**src/rtl/tap_pkg.sv**
```systemverilog
package tap_pkg;

  localparam int IR_W = 3;
  localparam int ID_W = 32;

  typedef enum logic [3:0] {
    ST_TLR, ST_RTI,
    ST_SEL_DR, ST_CAP_DR, ST_SH_DR, ST_EX1_DR, ST_PAUSE_DR, ST_EX2_DR, ST_UPD_DR,
    ST_SEL_IR, ST_CAP_IR, ST_SH_IR, ST_EX1_IR, ST_PAUSE_IR, ST_EX2_IR, ST_UPD_IR
  } tap_state_t;

  typedef enum logic [1:0] {PATH_BYP, PATH_ID, PATH_BSR} dr_path_t;

  typedef struct packed {
    dr_path_t path;
    logic     func_rst;
    logic     hiz;
    logic     drive;
  } instr_ctl_t;

  localparam logic [IR_W-1:0] OP_EXTEST = 3'd0;
  localparam logic [IR_W-1:0] OP_IDCODE = 3'd1;
  localparam logic [IR_W-1:0] OP_SAMPLE = 3'd2;
  localparam logic [IR_W-1:0] OP_HIGHZ  = 3'd5;
  localparam logic [IR_W-1:0] OP_CLAMP  = 3'd6;
  localparam logic [IR_W-1:0] OP_BYPASS = 3'd7;

  function automatic tap_state_t tap_next(input tap_state_t st, input logic tms);
    tap_state_t nx;
    case (st)
      ST_TLR:      nx = tms ? ST_TLR    : ST_RTI;
      ST_RTI:      nx = tms ? ST_SEL_DR : ST_RTI;
      ST_SEL_DR:   nx = tms ? ST_SEL_IR : ST_CAP_DR;
      ST_CAP_DR:   nx = tms ? ST_EX1_DR : ST_SH_DR;
      ST_SH_DR:    nx = tms ? ST_EX1_DR : ST_SH_DR;
      ST_EX1_DR:   nx = tms ? ST_UPD_DR : ST_PAUSE_DR;
      ST_PAUSE_DR: nx = tms ? ST_EX2_DR : ST_PAUSE_DR;
      ST_EX2_DR:   nx = tms ? ST_UPD_DR : ST_SH_DR;
      ST_UPD_DR:   nx = tms ? ST_SEL_DR : ST_RTI;
      ST_SEL_IR:   nx = tms ? ST_TLR    : ST_CAP_IR;
      ST_CAP_IR:   nx = tms ? ST_EX1_IR : ST_SH_IR;
      ST_SH_IR:    nx = tms ? ST_EX1_IR : ST_SH_IR;
      ST_EX1_IR:   nx = tms ? ST_UPD_IR : ST_PAUSE_IR;
      ST_PAUSE_IR: nx = tms ? ST_EX2_IR : ST_PAUSE_IR;
      ST_EX2_IR:   nx = tms ? ST_UPD_IR : ST_SH_IR;
      ST_UPD_IR:   nx = tms ? ST_SEL_DR : ST_RTI;
      default:     nx = ST_TLR;
    endcase
    return nx;
  endfunction

  function automatic instr_ctl_t tap_decode(input logic [IR_W-1:0] op);
    instr_ctl_t c;
    c = '{path: PATH_BYP, func_rst: 1'b0, hiz: 1'b0, drive: 1'b0};
    case (op)
      OP_EXTEST: begin c.path = PATH_BSR; c.drive = 1'b1; end
      OP_IDCODE: c.path = PATH_ID;
      OP_SAMPLE: c.path = PATH_BSR;
      OP_HIGHZ:  c.hiz = 1'b1;
      OP_CLAMP:  begin c.func_rst = 1'b1; c.drive = 1'b1; end
      default:   c.path = PATH_BYP;
    endcase
    return c;
  endfunction

endpackage

```
**src/rtl/tap_fsm.sv**
```systemverilog
module tap_fsm
  import tap_pkg::*;
(
  input  logic       tck,
  input  logic       rst_n,
  input  logic       tms,
  output tap_state_t state
);

  always_ff @(posedge tck or negedge rst_n) begin
    if (!rst_n) state <= ST_TLR;
    else        state <= tap_next(state, tms);
  end

endmodule

```
**src/rtl/tap_ir.sv**
```systemverilog
module tap_ir
  import tap_pkg::*;
#(
  parameter logic [IR_W-1:0] CAPTURE_PAT = 3'b001,
  parameter logic [IR_W-1:0] RESET_OP    = OP_IDCODE
) (
  input  logic       tck,
  input  logic       rst_n,
  input  logic       tdi,
  input  tap_state_t state,
  output logic       ir_so,
  output instr_ctl_t ctl
);

  logic [IR_W-1:0] sh_q;
  logic [IR_W-1:0] act_q;

  always_ff @(posedge tck or negedge rst_n) begin
    if (!rst_n) begin
      sh_q <= CAPTURE_PAT;
    end else begin
      case (state)
        ST_CAP_IR: sh_q <= CAPTURE_PAT;
        ST_SH_IR:  sh_q <= {tdi, sh_q[IR_W-1:1]};
        default:   ;
      endcase
    end
  end

  // active instruction changes mid-cycle so controls stay flat across rising edges
  always_ff @(negedge tck or negedge rst_n) begin
    if (!rst_n)                 act_q <= RESET_OP;
    else if (state == ST_TLR)   act_q <= RESET_OP;
    else if (state == ST_UPD_IR) act_q <= sh_q;
  end

  assign ir_so = sh_q[0];
  assign ctl   = tap_decode(act_q);

endmodule

```
**src/rtl/tap_dr.sv**
```systemverilog
module tap_dr
  import tap_pkg::*;
#(
  parameter logic [3:0]  VERSION    = 4'h1,
  parameter logic [5:0]  DESIGN_CTR = 6'h00,
  parameter logic [9:0]  DEVICE     = 10'h000,
  parameter logic [10:0] MFR_CODE   = 11'h001
) (
  input  logic       tck,
  input  logic       rst_n,
  input  logic       tdi,
  input  tap_state_t state,
  input  dr_path_t   path,
  input  logic       bsr_so,
  output logic       dr_so
);

  localparam logic [ID_W-1:0] ID_WORD = {VERSION, DESIGN_CTR, DEVICE, MFR_CODE, 1'b1};

  logic            byp_q;
  logic [ID_W-1:0] id_q;

  always_ff @(posedge tck or negedge rst_n) begin
    if (!rst_n) begin
      byp_q <= 1'b0;
    end else if (path == PATH_BYP) begin
      case (state)
        ST_CAP_DR: byp_q <= 1'b0;
        ST_SH_DR:  byp_q <= tdi;
        default:   ;
      endcase
    end
  end

  always_ff @(posedge tck or negedge rst_n) begin
    if (!rst_n) begin
      id_q <= ID_WORD;
    end else if (path == PATH_ID) begin
      case (state)
        ST_CAP_DR: id_q <= ID_WORD;
        ST_SH_DR:  id_q <= {tdi, id_q[ID_W-1:1]};
        default:   ;
      endcase
    end
  end

  always_comb begin
    case (path)
      PATH_ID:  dr_so = id_q[0];
      PATH_BSR: dr_so = bsr_so;
      default:  dr_so = byp_q;
    endcase
  end

endmodule

```
**src/rtl/tap_ctrl_top.sv**
```systemverilog
module tap_ctrl_top
  import tap_pkg::*;
#(
  parameter bit          HAS_TRST   = 1'b1,
  parameter logic [3:0]  VERSION    = 4'h1,
  parameter logic [5:0]  DESIGN_CTR = 6'h00,
  parameter logic [9:0]  DEVICE     = 10'h000,
  parameter logic [10:0] MFR_CODE   = 11'h001
) (
  input  logic tck,
  input  logic trst_n,
  input  logic tms,
  input  logic tdi,
  output logic tdo,
  output logic tdo_en,
  input  logic bsr_so,
  output logic bsr_capture,
  output logic bsr_shift,
  output logic bsr_update,
  output logic bsr_drive,
  output logic func_rst_req,
  output logic pin_hiz_req
);

  logic       rst_n;
  tap_state_t state;
  instr_ctl_t ctl;
  logic       ir_so;
  logic       dr_so;
  logic       bsr_sel;

  generate
    if (HAS_TRST) begin : g_trst
      assign rst_n = trst_n;
    end else begin : g_no_trst
      assign rst_n = 1'b1;
    end
  endgenerate

  tap_fsm u_fsm (
    .tck   (tck),
    .rst_n (rst_n),
    .tms   (tms),
    .state (state)
  );

  tap_ir u_ir (
    .tck   (tck),
    .rst_n (rst_n),
    .tdi   (tdi),
    .state (state),
    .ir_so (ir_so),
    .ctl   (ctl)
  );

  tap_dr #(
    .VERSION    (VERSION),
    .DESIGN_CTR (DESIGN_CTR),
    .DEVICE     (DEVICE),
    .MFR_CODE   (MFR_CODE)
  ) u_dr (
    .tck    (tck),
    .rst_n  (rst_n),
    .tdi    (tdi),
    .state  (state),
    .path   (ctl.path),
    .bsr_so (bsr_so),
    .dr_so  (dr_so)
  );

  always_ff @(negedge tck or negedge rst_n) begin
    if (!rst_n) begin
      tdo    <= 1'b0;
      tdo_en <= 1'b0;
    end else begin
      case (state)
        ST_SH_IR: begin tdo <= ir_so; tdo_en <= 1'b1; end
        ST_SH_DR: begin tdo <= dr_so; tdo_en <= 1'b1; end
        default:  tdo_en <= 1'b0;
      endcase
    end
  end

  assign bsr_sel      = (ctl.path == PATH_BSR);
  assign bsr_capture  = bsr_sel && (state == ST_CAP_DR);
  assign bsr_shift    = bsr_sel && (state == ST_SH_DR);
  assign bsr_update   = bsr_sel && (state == ST_UPD_DR);
  assign bsr_drive    = ctl.drive;
  assign func_rst_req = ctl.func_rst;
  assign pin_hiz_req  = ctl.hiz;

endmodule

```
**config.mk**
```make
export PLATFORM = sky130hd
export DESIGN_NAME = tap_ctrl_top
export DESIGN_NICKNAME = d
export VERILOG_FILES = /design/src/rtl/tap_pkg.sv /design/src/rtl/tap_fsm.sv /design/src/rtl/tap_ir.sv /design/src/rtl/tap_dr.sv /design/src/rtl/tap_ctrl_top.sv
export SDC_FILE = /design/constraint.sdc
export NUM_CORES = 1
export LEC_CHECK = 0
export BUFFER_PORTS_ARGS = -buffer_cell sky130_fd_sc_hd__buf_2
export CAP_MARGIN = 5
export CORE_MARGIN = 4
export CORE_UTILIZATION = 35
export DETAILED_ROUTE_END_ITERATION = 16
export SETUP_SLACK_MARGIN = 0.02
export SLEW_MARGIN = 20
export SYNTH_ARGS = -nofsm -noshare
export SYNTH_HDL_FRONTEND = slang
export SYNTH_SLANG_ARGS = --single-unit
```
**constraint.sdc**
```tcl
create_clock -name tck -period 2 [get_ports tck]
set_input_delay 0.3 -clock tck [delete_from_list [all_inputs] [get_ports tck]]
set_output_delay 0.3 -clock tck [all_outputs]
set_load 0.01 [all_outputs]
```
==> metrics.txt <==
Detailed Routing Iterations Pass 1=4; CP Class=reg2out; synth cell count leaders=dfrtp_1 (36), a22o_1 (28), nand2_1 (12); Placed Cells=272; Synth async-reset ratio=1.00; FF-to-FF End=u_dr.id_q[19]$_DFFE_PN0P_; area leader, netlist=dfrtp_1; Reg2Reg Setup Slack=-1060 ps; Power Total=4.57 mW; Chip Height=84.8 um; Internal Power=~2.8 mW; drt via density=~5.2; Ys Warns=0; cells on worst reg2reg path=8; global-route wire length before repair=between 7000 and 8000 um; FP Rows=27; antenna violations before repair=0; Slew Limit Fails=0; Synth Register Bits=45; Num Clock Sinks=between 40 and 50; GR Util All Layers=0.134; crit path max-delay cell type=dfstp_2; number of global-route vias before repair=~1600; Area Growth Syn to Fin=31.5%; chip width=84.8 um; reg2reg start=u_ir.act_q[0]$_DFFE_NN1P_; post-route insts no fill=296; Num CTS Buffers=5; outcome=finished with violations; global route overflow=0; Synth Cell Area=approximately 0.0021 mm2; max cap viols=0; CTS HTree Levels=2; number of I/O pins=13; Worst Hold Launch=tdi; Initial Util=0.368; drt drc=0; ys flop type=dfrtp_1; Startpoint Class=flip-flop; diodes inserted=0; nets=roughly 230; hold slack final=283 ps; leakage power total=between 1 and 1.5 nW; Clock Power Share=0.125; DRT antenna net count=0; drt wl/cell=15.6 um; Worst Setup End Kind=output port; failing checks=setup timing; peak supply drop=0.861 mV; pin count of the biggest net entering global routing=22; CP max FO=4; Yosys top cell area share=0.436; Slew HR=0.448; root buf cell=clkbuf_8; Post-synth EDFFs=0; critical path data required time=about 1700 ps; die area=just over 0.007 mm2; pre-CTS setup slack=-881 ps; PortBufs=12; Core ar.=approximately 0.0056 mm2; final setup vio count=45; Unique masters post-synth=47; P per Cell Area=around 1700 mW/mm2; max incr delay on CP=approximately 520 ps; Hold Path Cell Cnt=3; part of the Yosys area used for sequential elements=0.548; clock-pin slew on the worst setup and hold paths=~80 ps; gpl congestion=roughly 0.8; P_sw=about 1.8 mW; Avg Inst Size Synth=roughly 12 um2; vias=~1500; DR iter-0 viols=50; Final Skew=around 56 ps; Worst Hold Path EP=u_ir.sh_q[2]$_DFFE_PN0P_; final setup margin=-1070 ps; combinational share of power=0.581; total wire length=between 4000 and 5000 um; switching share of total power=0.384; CP cell instances=or3b_4, ha_4, and4b_1, buf_2; Fin. Hold Viols=0; share of layout cells above drive strength 1=0.415; RSZ-0062 raised after global routing=yes; Worst Max-Slew Pin Slew=between 800 and 900 ps; Layout fillers=roughly 530; worst hold path type=in2reg; CTS tree=built; syn_nets=about 190; most common cell in the netlist=dfrtp_1; Gate Count Post-Synth=177; WP data arrival=2770 ps; clk buf depth=2; DP Wirelength=around 2800 um; setup TNS=-39940 ps; Seq pwr share=0.294; clk_lat worst skew=between 300 and 400 ps; Synth area leaders=dfrtp_1 (44%), a22o_1 (12%), dfstp_2 (6.4%)
[critical path, delay by kind of cell, from the launching register on]
family | cells | cell delay, ps
and+or+nand+nor | 2 | 580
adders and majority gates | 1 | 190
buffers and inverters | 1 | 130
DFF | 1 | 520
[kinds of logic (layout without fill, tap and decap cells)]
family | count (synthesis) | after routing | synth area share
muxes | 1 | 1 | 0.00485
and+or+nand+nor | 44 | 44 | 0.133
buffers and inverters | 23 | 67 | 0.0624
DFF | 45 | 45 | 0.548
AOI/OAI and AO/OA | 60 | 63 | 0.230
xor gates and xnor gates | 1 | 1 | 0.00424
adders and majority gates | 3 | 3 | 0.0182
[cell usage in the layout, fill, tap and decap left out, drive strengths merged, types with 3 or more instances in the layout]
| master | Yosys | final |
|---|---|---|
| a211oi | 3 | 3 |
| a21oi | 5 | 5 |
| a22o | 28 | 28 |
| a2bb2oi | 3 | 3 |
| and3b | 3 | 3 |
| buf | 13 | 50 |
| clkbuf | 2 | 5 |
| clkinv | 0 | 3 |
| dfrtn | 4 | 4 |
| dfrtp | 36 | 36 |
| dfstp | 5 | 5 |
| ha | 3 | 3 |
| inv | 8 | 8 |
| nand2 | 12 | 12 |
| nand2b | 4 | 4 |
| nand3 | 3 | 3 |
| nor2 | 4 | 4 |
| nor2b | 4 | 4 |
| o21ai | 6 | 9 |
| o22ai | 5 | 5 |
[power groups by stage]
stage,clock network [mW],logic [mW],registers [mW]
2_1_floorplan,0.00626,1.51,1.32
3_3_place_gp,0.00626,1.94,1.35
3_5_place_dp,0.00626,1.96,1.35
4_1_cts,0.590,2.38,1.34
5_1_grt,0.640,2.89,1.37
6_report,0.572,2.65,1.34
[state kept, by name, indices dropped and copies added (netlist names)]
signal and cells:
u_fsm.state 4, tdo_en 1, u_ir.sh_q 3, u_dr.id_q 32
u_ir.act_q 3, tdo 1, u_dr.byp_q 1
[what timing repair did]
| item | in CTS | in global routing |
|---|---|---|
| gates cloned | 3 | 0 |
| hold buffers | 1 | 0 |
| setup endpoints to repair | 46 | 46 |
| endpoints found under the hold margin | 2 | 0 |
| setup buffers | 6 | 6 |
| resized for setup | 12 | 13 |
| pin swaps | 7 | 11 |
[worst max path at each step]
| stage | end | slack (ps) | cells after the start | startpoint |
|---|---|---|---|---|
| after floorplan | u_dr.id_q[27]$_DFFE_PN0P_ | -830 | 7 | u_ir.act_q[0]$_DFFE_NN1P_ |
| after global placement | u_dr.id_q[25]$_DFFE_PN0P_ | -850 | 6 | u_ir.act_q[0]$_DFFE_NN1P_ |
| after detailed placement | u_dr.id_q[24]$_DFFE_PN0P_ | -880 | 6 | u_ir.act_q[0]$_DFFE_NN1P_ |
| after CTS | bsr_capture | -1070 | 4 | u_ir.act_q[0]$_DFFE_NN1P_ |
| after global routing | u_dr.id_q[26]$_DFFE_PN0P_ | -1130 | 8 | u_ir.act_q[0]$_DFFE_NN1P_ |
| final | bsr_capture | -1070 | 4 | u_ir.act_q[0]$_DFFE_NN1P_ |
[layer usage]
metal,part of all wire,GRT usage
met5,0,0
met4,0.0067,0.0403
met3,0.028,0.0320
met2,0.49,0.214
met1,0.48,0.183
[through the flow]
stage          utilization  cell area [um2]
6_report             0.484             2720
5_1_grt              0.484             2720
3_3_place_gp         0.425             2380
3_5_place_dp         0.425             2380
2_1_floorplan            -             2160
4_1_cts              0.467             2620
[cell type report]
type                       count  area (um2)  area share
clock buffer                   5        68.8      0.0253
inverter                       7        28.8      0.0106
tap                           72        90.1      0.0332
timing repair buffer          51         397       0.146
multi-input combinational    112         973       0.358
clock inverter                 4        26.3     0.00967
sequential                    45        1130       0.417
No activity file was read; power rests on OpenSTA's default activity.
